**config.mk**
```make
export PLATFORM = sky130hd
export DESIGN_NAME = serial_char_tx
export DESIGN_NICKNAME = d
export VERILOG_FILES = /design/src/rtl/serial_char_tx_pkg.sv /design/src/rtl/serial_char_tx_timer.sv /design/src/rtl/serial_char_tx_seq.sv /design/src/rtl/serial_char_tx.sv
export SDC_FILE = /design/constraint.sdc
export NUM_CORES = 1
export LEC_CHECK = 0
export ABC_AREA = 1
export BUFFER_PORTS_ARGS = -buffer_cell sky130_fd_sc_hd__buf_2
export CAP_MARGIN = 20
export CORE_ASPECT_RATIO = 1.4
export CORE_MARGIN = 1
export CORE_UTILIZATION = 51
export DETAILED_ROUTE_END_ITERATION = 7
export HOLD_SLACK_MARGIN = 0.08
export PLACE_DENSITY = 0.71
export SLEW_MARGIN = 0
export SYNTH_ARGS = -nofsm -noshare
export SYNTH_HDL_FRONTEND = slang
export SYNTH_SLANG_ARGS = --single-unit
```
**constraint.sdc**
```tcl
create_clock -name clk -period 1.3 [get_ports clk]
set_input_delay 0.065 -clock clk [delete_from_list [all_inputs] [get_ports clk]]
set_output_delay 0.065 -clock clk [all_outputs]
set_load 0.02 [all_outputs]
```
**src/rtl/serial_char_tx_pkg.sv**
```systemverilog
package serial_char_tx_pkg;

  // widest data word the helper functions handle
  localparam int unsigned FN_W = 16;

  typedef enum logic [2:0] {
    ST_IDLE,
    ST_START,
    ST_DATA,
    ST_PAR,
    ST_STOP1,
    ST_STOP2
  } tx_state_e;

  // requested length limited to the supported window
  function automatic int unsigned clamp_len(input int unsigned req,
                                            input int unsigned lo,
                                            input int unsigned hi);
    if (req < lo) return lo;
    if (req > hi) return hi;
    return req;
  endfunction

  // XOR of the low n bits, flipped for odd parity
  function automatic logic frame_parity(input logic [FN_W-1:0] d,
                                        input int unsigned n,
                                        input logic odd);
    logic acc;
    acc = odd;
    for (int unsigned i = 0; i < FN_W; i++) begin
      if (i < n) acc = acc ^ d[i];
    end
    return acc;
  endfunction

endpackage

```
**src/rtl/serial_char_tx_timer.sv**
```systemverilog
module serial_char_tx_timer #(
  parameter int unsigned OVERSAMPLE = 16
) (
  input  logic clk,
  input  logic rst_n,
  input  logic restart,
  input  logic run,
  input  logic tick,
  output logic bit_end
);
  localparam int unsigned TW = (OVERSAMPLE > 1) ? $clog2(OVERSAMPLE) : 1;
  localparam logic [TW-1:0] LAST = TW'(OVERSAMPLE - 1);

  logic [TW-1:0] cnt;

  assign bit_end = run && tick && !restart && (cnt == LAST);

  always_ff @(posedge clk) begin
    if (!rst_n) begin
      cnt <= '0;
    end else if (restart) begin
      cnt <= '0;
    end else if (run && tick) begin
      cnt <= (cnt == LAST) ? '0 : cnt + 1'b1;
    end
  end


  tmr_restart_chk: assert property (@(posedge clk) disable iff (!rst_n)
    restart |=> (cnt == '0));

endmodule

```
**src/rtl/serial_char_tx_seq.sv**
```systemverilog
module serial_char_tx_seq
  import serial_char_tx_pkg::*;
#(
  parameter int unsigned DATA_MAX = 9,
  parameter int unsigned DATA_MIN = 5,
  parameter int unsigned LEN_W    = 4
) (
  input  logic                clk,
  input  logic                rst_n,
  input  logic                accept,
  input  logic                bit_end,
  input  logic [DATA_MAX-1:0] data_in,
  input  logic [LEN_W-1:0]    cfg_len,
  input  logic                cfg_par_en,
  input  logic                cfg_par_odd,
  input  logic                cfg_two_stop,
  output logic                txd,
  output logic                busy,
  output logic                done
);
  localparam int unsigned CNT_W = $clog2(DATA_MAX + 1);

  tx_state_e           state;
  logic [DATA_MAX-1:0] shreg;
  logic [CNT_W-1:0]    left;
  logic                par_q, par_en_q, two_q;
  logic [CNT_W-1:0]    len_eff;
  logic                par_calc;

  always_comb begin
    len_eff  = CNT_W'(clamp_len(32'(cfg_len), DATA_MIN, DATA_MAX));
    par_calc = frame_parity(FN_W'(data_in), 32'(len_eff), cfg_par_odd);
  end

  assign busy = (state != ST_IDLE);

  always_ff @(posedge clk) begin
    if (!rst_n) begin
      state    <= ST_IDLE;
      shreg    <= '0;
      left     <= '0;
      par_q    <= 1'b0;
      par_en_q <= 1'b0;
      two_q    <= 1'b0;
      txd      <= 1'b1;
      done     <= 1'b0;
    end else begin
      done <= 1'b0;
      if (accept) begin
        shreg    <= data_in;
        left     <= len_eff;
        par_q    <= par_calc;
        par_en_q <= cfg_par_en;
        two_q    <= cfg_two_stop;
        txd      <= 1'b0;
        state    <= ST_START;
      end else if (bit_end) begin
        unique case (state)
          ST_START: begin
            txd   <= shreg[0];
            shreg <= shreg >> 1;
            state <= ST_DATA;
          end
          ST_DATA: begin
            if (left == CNT_W'(1)) begin
              txd   <= par_en_q ? par_q : 1'b1;
              state <= par_en_q ? ST_PAR : ST_STOP1;
            end else begin
              left  <= left - 1'b1;
              txd   <= shreg[0];
              shreg <= shreg >> 1;
            end
          end
          ST_PAR: begin
            txd   <= 1'b1;
            state <= ST_STOP1;
          end
          ST_STOP1: begin
            if (two_q) begin
              state <= ST_STOP2;
            end else begin
              state <= ST_IDLE;
              done  <= 1'b1;
            end
          end
          ST_STOP2: begin
            state <= ST_IDLE;
            done  <= 1'b1;
          end
          default: state <= ST_IDLE;
        endcase
      end
    end
  end


  idle_high_chk: assert property (@(posedge clk) disable iff (!rst_n)
    !busy |-> txd);


  busy_hold_chk: assert property (@(posedge clk) disable iff (!rst_n)
    (busy && !bit_end) |=> busy);


  done_idle_chk: assert property (@(posedge clk) disable iff (!rst_n)
    done |-> !busy);


  done_single_chk: assert property (@(posedge clk) disable iff (!rst_n)
    done |=> !done);


  stop_high_chk: assert property (@(posedge clk) disable iff (!rst_n)
    (state == ST_STOP1 || state == ST_STOP2) |-> txd);

endmodule

```
**src/rtl/serial_char_tx.sv**
```systemverilog
module serial_char_tx #(
  parameter int unsigned DATA_MAX   = 9,
  parameter int unsigned DATA_MIN   = 5,
  parameter int unsigned OVERSAMPLE = 16,
  parameter int unsigned LEN_W      = $clog2(DATA_MAX + 1)
) (
  input  logic                clk,
  input  logic                rst_n,
  input  logic                tick16,
  input  logic                load,
  input  logic [DATA_MAX-1:0] data_in,
  input  logic [LEN_W-1:0]    cfg_len,
  input  logic                cfg_par_en,
  input  logic                cfg_par_odd,
  input  logic                cfg_two_stop,
  output logic                tx_line,
  output logic                tx_busy,
  output logic                tx_done
);
  logic accept;
  logic bit_end;

  assign accept = load && !tx_busy;

  serial_char_tx_timer #(
    .OVERSAMPLE(OVERSAMPLE)
  ) u_timer (
    .clk     (clk),
    .rst_n   (rst_n),
    .restart (accept),
    .run     (tx_busy),
    .tick    (tick16),
    .bit_end (bit_end)
  );

  serial_char_tx_seq #(
    .DATA_MAX(DATA_MAX),
    .DATA_MIN(DATA_MIN),
    .LEN_W   (LEN_W)
  ) u_seq (
    .clk          (clk),
    .rst_n        (rst_n),
    .accept       (accept),
    .bit_end      (bit_end),
    .data_in      (data_in),
    .cfg_len      (cfg_len),
    .cfg_par_en   (cfg_par_en),
    .cfg_par_odd  (cfg_par_odd),
    .cfg_two_stop (cfg_two_stop),
    .txd          (tx_line),
    .busy         (tx_busy),
    .done         (tx_done)
  );


  start_low_chk: assert property (@(posedge clk) disable iff (!rst_n)
    accept |=> (tx_busy && !tx_line));


  bit_hold_chk: assert property (@(posedge clk) disable iff (!rst_n)
    (tx_busy && !bit_end) |=> $stable(tx_line));


  busy_load_chk: assert property (@(posedge clk) disable iff (!rst_n)
    (load && tx_busy && !bit_end) |=> (tx_busy && $stable(tx_line)));

endmodule

```
==> metrics.md <==
| Metric | Value |
|---|---|
| Detail Placement HPWL | about 2.8 mm |
| Area delta synth->final | 42.9% |
| Sw Ratio | 32.0% |
| Critical path class | reg2reg |
| Htree depth | 1 |
| Die H | ~67 um |
| Sequential share of power | between 40 and 50% |
| Worst-path fanout max | 5 |
| Yosys warns | 0 |
| Max Root-Sink Buffers | 2 |
| Failing checks | negative setup slack |
| Fillers | 232 |
| CTS sink cnt | 25 |
| Pint | approximately 0.0013 W |
| Total gr overflow | 0 |
| IO Pins | 23 |
| Setup WS post-layout | -0.0692 ns |
| Comb power frac | a little under a third |
| Initial antenna violation count | 0 |
| Worst VDD drop | approximately 0.00071 V |
| TritonCTS clock tree | built |
| Fin cells | between 300 and 400 |
| Initial core utilization | a little over half |
| Initial DRC count | 33 |
| Mapped Cells | ~230 |
| Layout cells sized above 1 | slightly below 40% |
| Slew at the pin closest to its max-slew limit | 0.239 ns |
| Total GRT Usage | about a quarter |
| Number of global-route vias before repair | 1,543 |
| Pre-CTS setup slack | -0.106 ns |
| Wirelength, routed | between 3 and 4 mm |
| Synth Register Bits | 25 |
| Worst Setup Start Kind | register |
| Fin. max-slew vios | 0 |
| Net Count, Synth | 256 |
| Worst Path Required | 1.47 ns |
| Remaining DRCs | 0 |
| ANT nets after route | 0 |
| Fmax | roughly 730 MHz |
| Die ar. | 0.00325 mm2 |
| Switching power | about 0.0006 W |
| Pre-antenna DRT Iters | 4 |
| DR vias | around 1,700 |
| Period utilization | 105% |
| Final nets | approximately 310 |
| Design area | around 0.0022 mm2 |
| Hold Worst Slack | slightly above 0.08 ns |
| Placer Congestion | about 0.83 |
| Status | complete, but fails checks |
| Data arrival, critical path | 1.54 ns |
| Syn avg cell area | approximately 6.6 um2 |
| Leakage | about 1.1 nW |
| Max Cap Viol | 0 |
| Crit. End Element | register |
| Unique masters post-synth | 29 |
| Die W | 48.5 um |
| Std cell rows | 23 |
| Clock transition at the registers of the reported paths | roughly 0.090 ns |
| First-pass GRT wire length | about 6.3 mm |
| Core area | around 0.0029 mm2 |
| Final worst path period need | around 1.4 ns |
| Clock Latency Late Sink | ~0.27 ns |
| ANT cells | 0 |
| Dpl cells | between 300 and 400 |
| Root buf cell | clkbuf_8 |
| Hold Vio Cnt, Final | 0 |
| Setup violators final | 17 |
| Slew margin rel. | a little over four fifths |
| Clock power frac | between 20% and 30% |
| Largest net degree at the start of global routing | 15 |
| Syn Std Cell Area | 0.00154 mm2 |
| WL/cell | 11.8 um |
| Vias per Instance | roughly 5 |
| Cell area power density | between 800 and 900 mW/mm2 |
| Hold crit path type | in2reg |
| Area after DPL | ~0.0019 mm2 |
| Clock Skew | about 0.009 ns |
| Sequential fraction of the synthesis area | between 30% and 40% |
| Num CTS Buffers | 3 |
| IO Port Bufs | 22 |
| RSZ-0062 raised after global routing | true |
registers in the layout, summed over array words and instances, names as in the netlist:
signal and count:
u_seq.left 4, u_seq.done 1, u_seq.par_q 1, u_timer.cnt 4, u_seq.par_en_q 1, u_seq.state 3
u_seq.two_q 1, u_seq.txd 1, u_seq.shreg 9
critical path: stages, from the launching register on:
cell and delay (ns):
dfxtp_2 0.36, ha_4 0.16, nand3_4 0.11, nor2_8 0.15, inv_4 0.07, nand2_4 0.10
nand3_4 0.12, o21ai_1 0.17, nor2_1 0.05
logic make-up (layout without fill, tap and decap cells):
family / count (synthesis) / after routing / synth area share (%)
buffers and inverters: 36 / 92 / 9.01
adder cells (fa/ha/maj): 3 / 3 / 2.44
XOR/XNOR: 3 / 3 / 1.70
AND/OR/NAND/NOR: 122 / 123 / 38.9
flip-flops: 25 / 25 / 32.5
AO/OA/AOI/OAI: 44 / 44 / 15.5
synth_stat cells:
| library cell | n | area share (%) |
|---|---|---|
| nor3_1 | 3 | 0.97 |
| xnor2_1 | 2 | 1.1 |
| ha_1 | 3 | 2.4 |
| nor2_2 | 3 | 1.2 |
| or2_2 | 2 | 0.81 |
| nand2_1 | 63 | 15 |
| nand3b_1 | 1 | 0.49 |
| nor2_8 | 1 | 1.3 |
| a21oi_1 | 12 | 3.9 |
| nand2_2 | 2 | 0.81 |
| a31oi_1 | 3 | 1.2 |
| inv_2 | 9 | 2.2 |
| nand3_2 | 1 | 0.65 |
| o21ai_1 | 10 | 3.2 |
| nor2_4 | 2 | 1.5 |
| nand4_1 | 3 | 1.2 |
| nor4_1 | 1 | 0.41 |
| inv_1 | 23 | 5.6 |
| nor2_1 | 20 | 4.9 |
| buf_2 | 1 | 0.32 |
| inv_4 | 1 | 0.41 |
| xor2_1 | 1 | 0.57 |
| dfxtp_1 | 25 | 32 |
| nand2_4 | 3 | 2.2 |
| o21ai_0 | 17 | 5.5 |
| clkbuf_1 | 2 | 0.49 |
| a211oi_2 | 2 | 1.6 |
| nand3_4 | 2 | 2.3 |
| nand3_1 | 15 | 4.9 |
power by group through the flow:
stage / clock network (W) / logic [W] / registers (W)
floorplan: 0 / 0.000290 / 0.000863
global placement: 0 / 0.000453 / 0.000862
detailed placement: 0 / 0.000463 / 0.000863
CTS: 0.000470 / 0.000531 / 0.000844
global route: 0.000502 / 0.000624 / 0.000855
finish: 0.000466 / 0.000565 / 0.000848
timing repair:
action	4_1_cts	5_1_grt
cloned	1	0
endpoints found under the hold margin	2	0
hold buffers	2	0
pin swaps	16	7
setup endpoints to repair	17	25
setup buffers	3	4
resized for setup	38	23
layer usage:
layer | track usage, % | up-vias | share of wire [%]
li1 | - | 867 | -
met1 | 25.2 | 770 | 39
met2 | 51.4 | 31 | 56
met3 | 1.60 | 10 | 1.8
met4 | 8.82 | 0 | 2.9
met5 | 0 | - | 0
metrics by stage:
stage                     setup TNS, ns  power (W)  util, %
after CTS                        -0.509    0.00184     73.3
after global placement           -0.406    0.00132     66.0
after floorplan                       0    0.00115        -
after global routing              -2.31    0.00198     76.5
final                            -0.592    0.00188     76.5
after detailed placement         -0.928    0.00133     66.0
layout by cell type, fill, tap and decap left out, types with 6 or more instances in the layout:
cell type and n:
nand2_1 57, nand3_1 14, o21ai_0 7, inv_1 20, a21oi_1 12, nor2_1 16
buf_4 25, dfxtp_1 18, nand2_4 6, inv_2 6, buf_2 22, o21ai_1 15
path summary, 6_finish.rpt:
kind / start / to / depth (start not counted) / slack, ns
max reg2reg: u_timer.cnt[0] / u_seq.shreg[2] / 8 / -0.07
min reg2reg: u_seq.txd / u_seq.txd / 2 / 0.49
max: u_timer.cnt[0] / u_seq.shreg[2] / 8 / -0.07
min: cfg_par_en / u_seq.par_en_q / 3 / 0.08
cell type report:
cell class	instances	area [um2]	share of cell area, %
well taps	37	46.3	2.10
clock inverters	1	5.00	0.227
clock buffers	3	41.3	1.88
repair buffers	55	394	17.9
multi-input cells	173	1050	47.7
flip-flops and latches	25	514	23.4
inverters	33	151	6.87
Note: power is estimated with default switching activity, not from simulation.
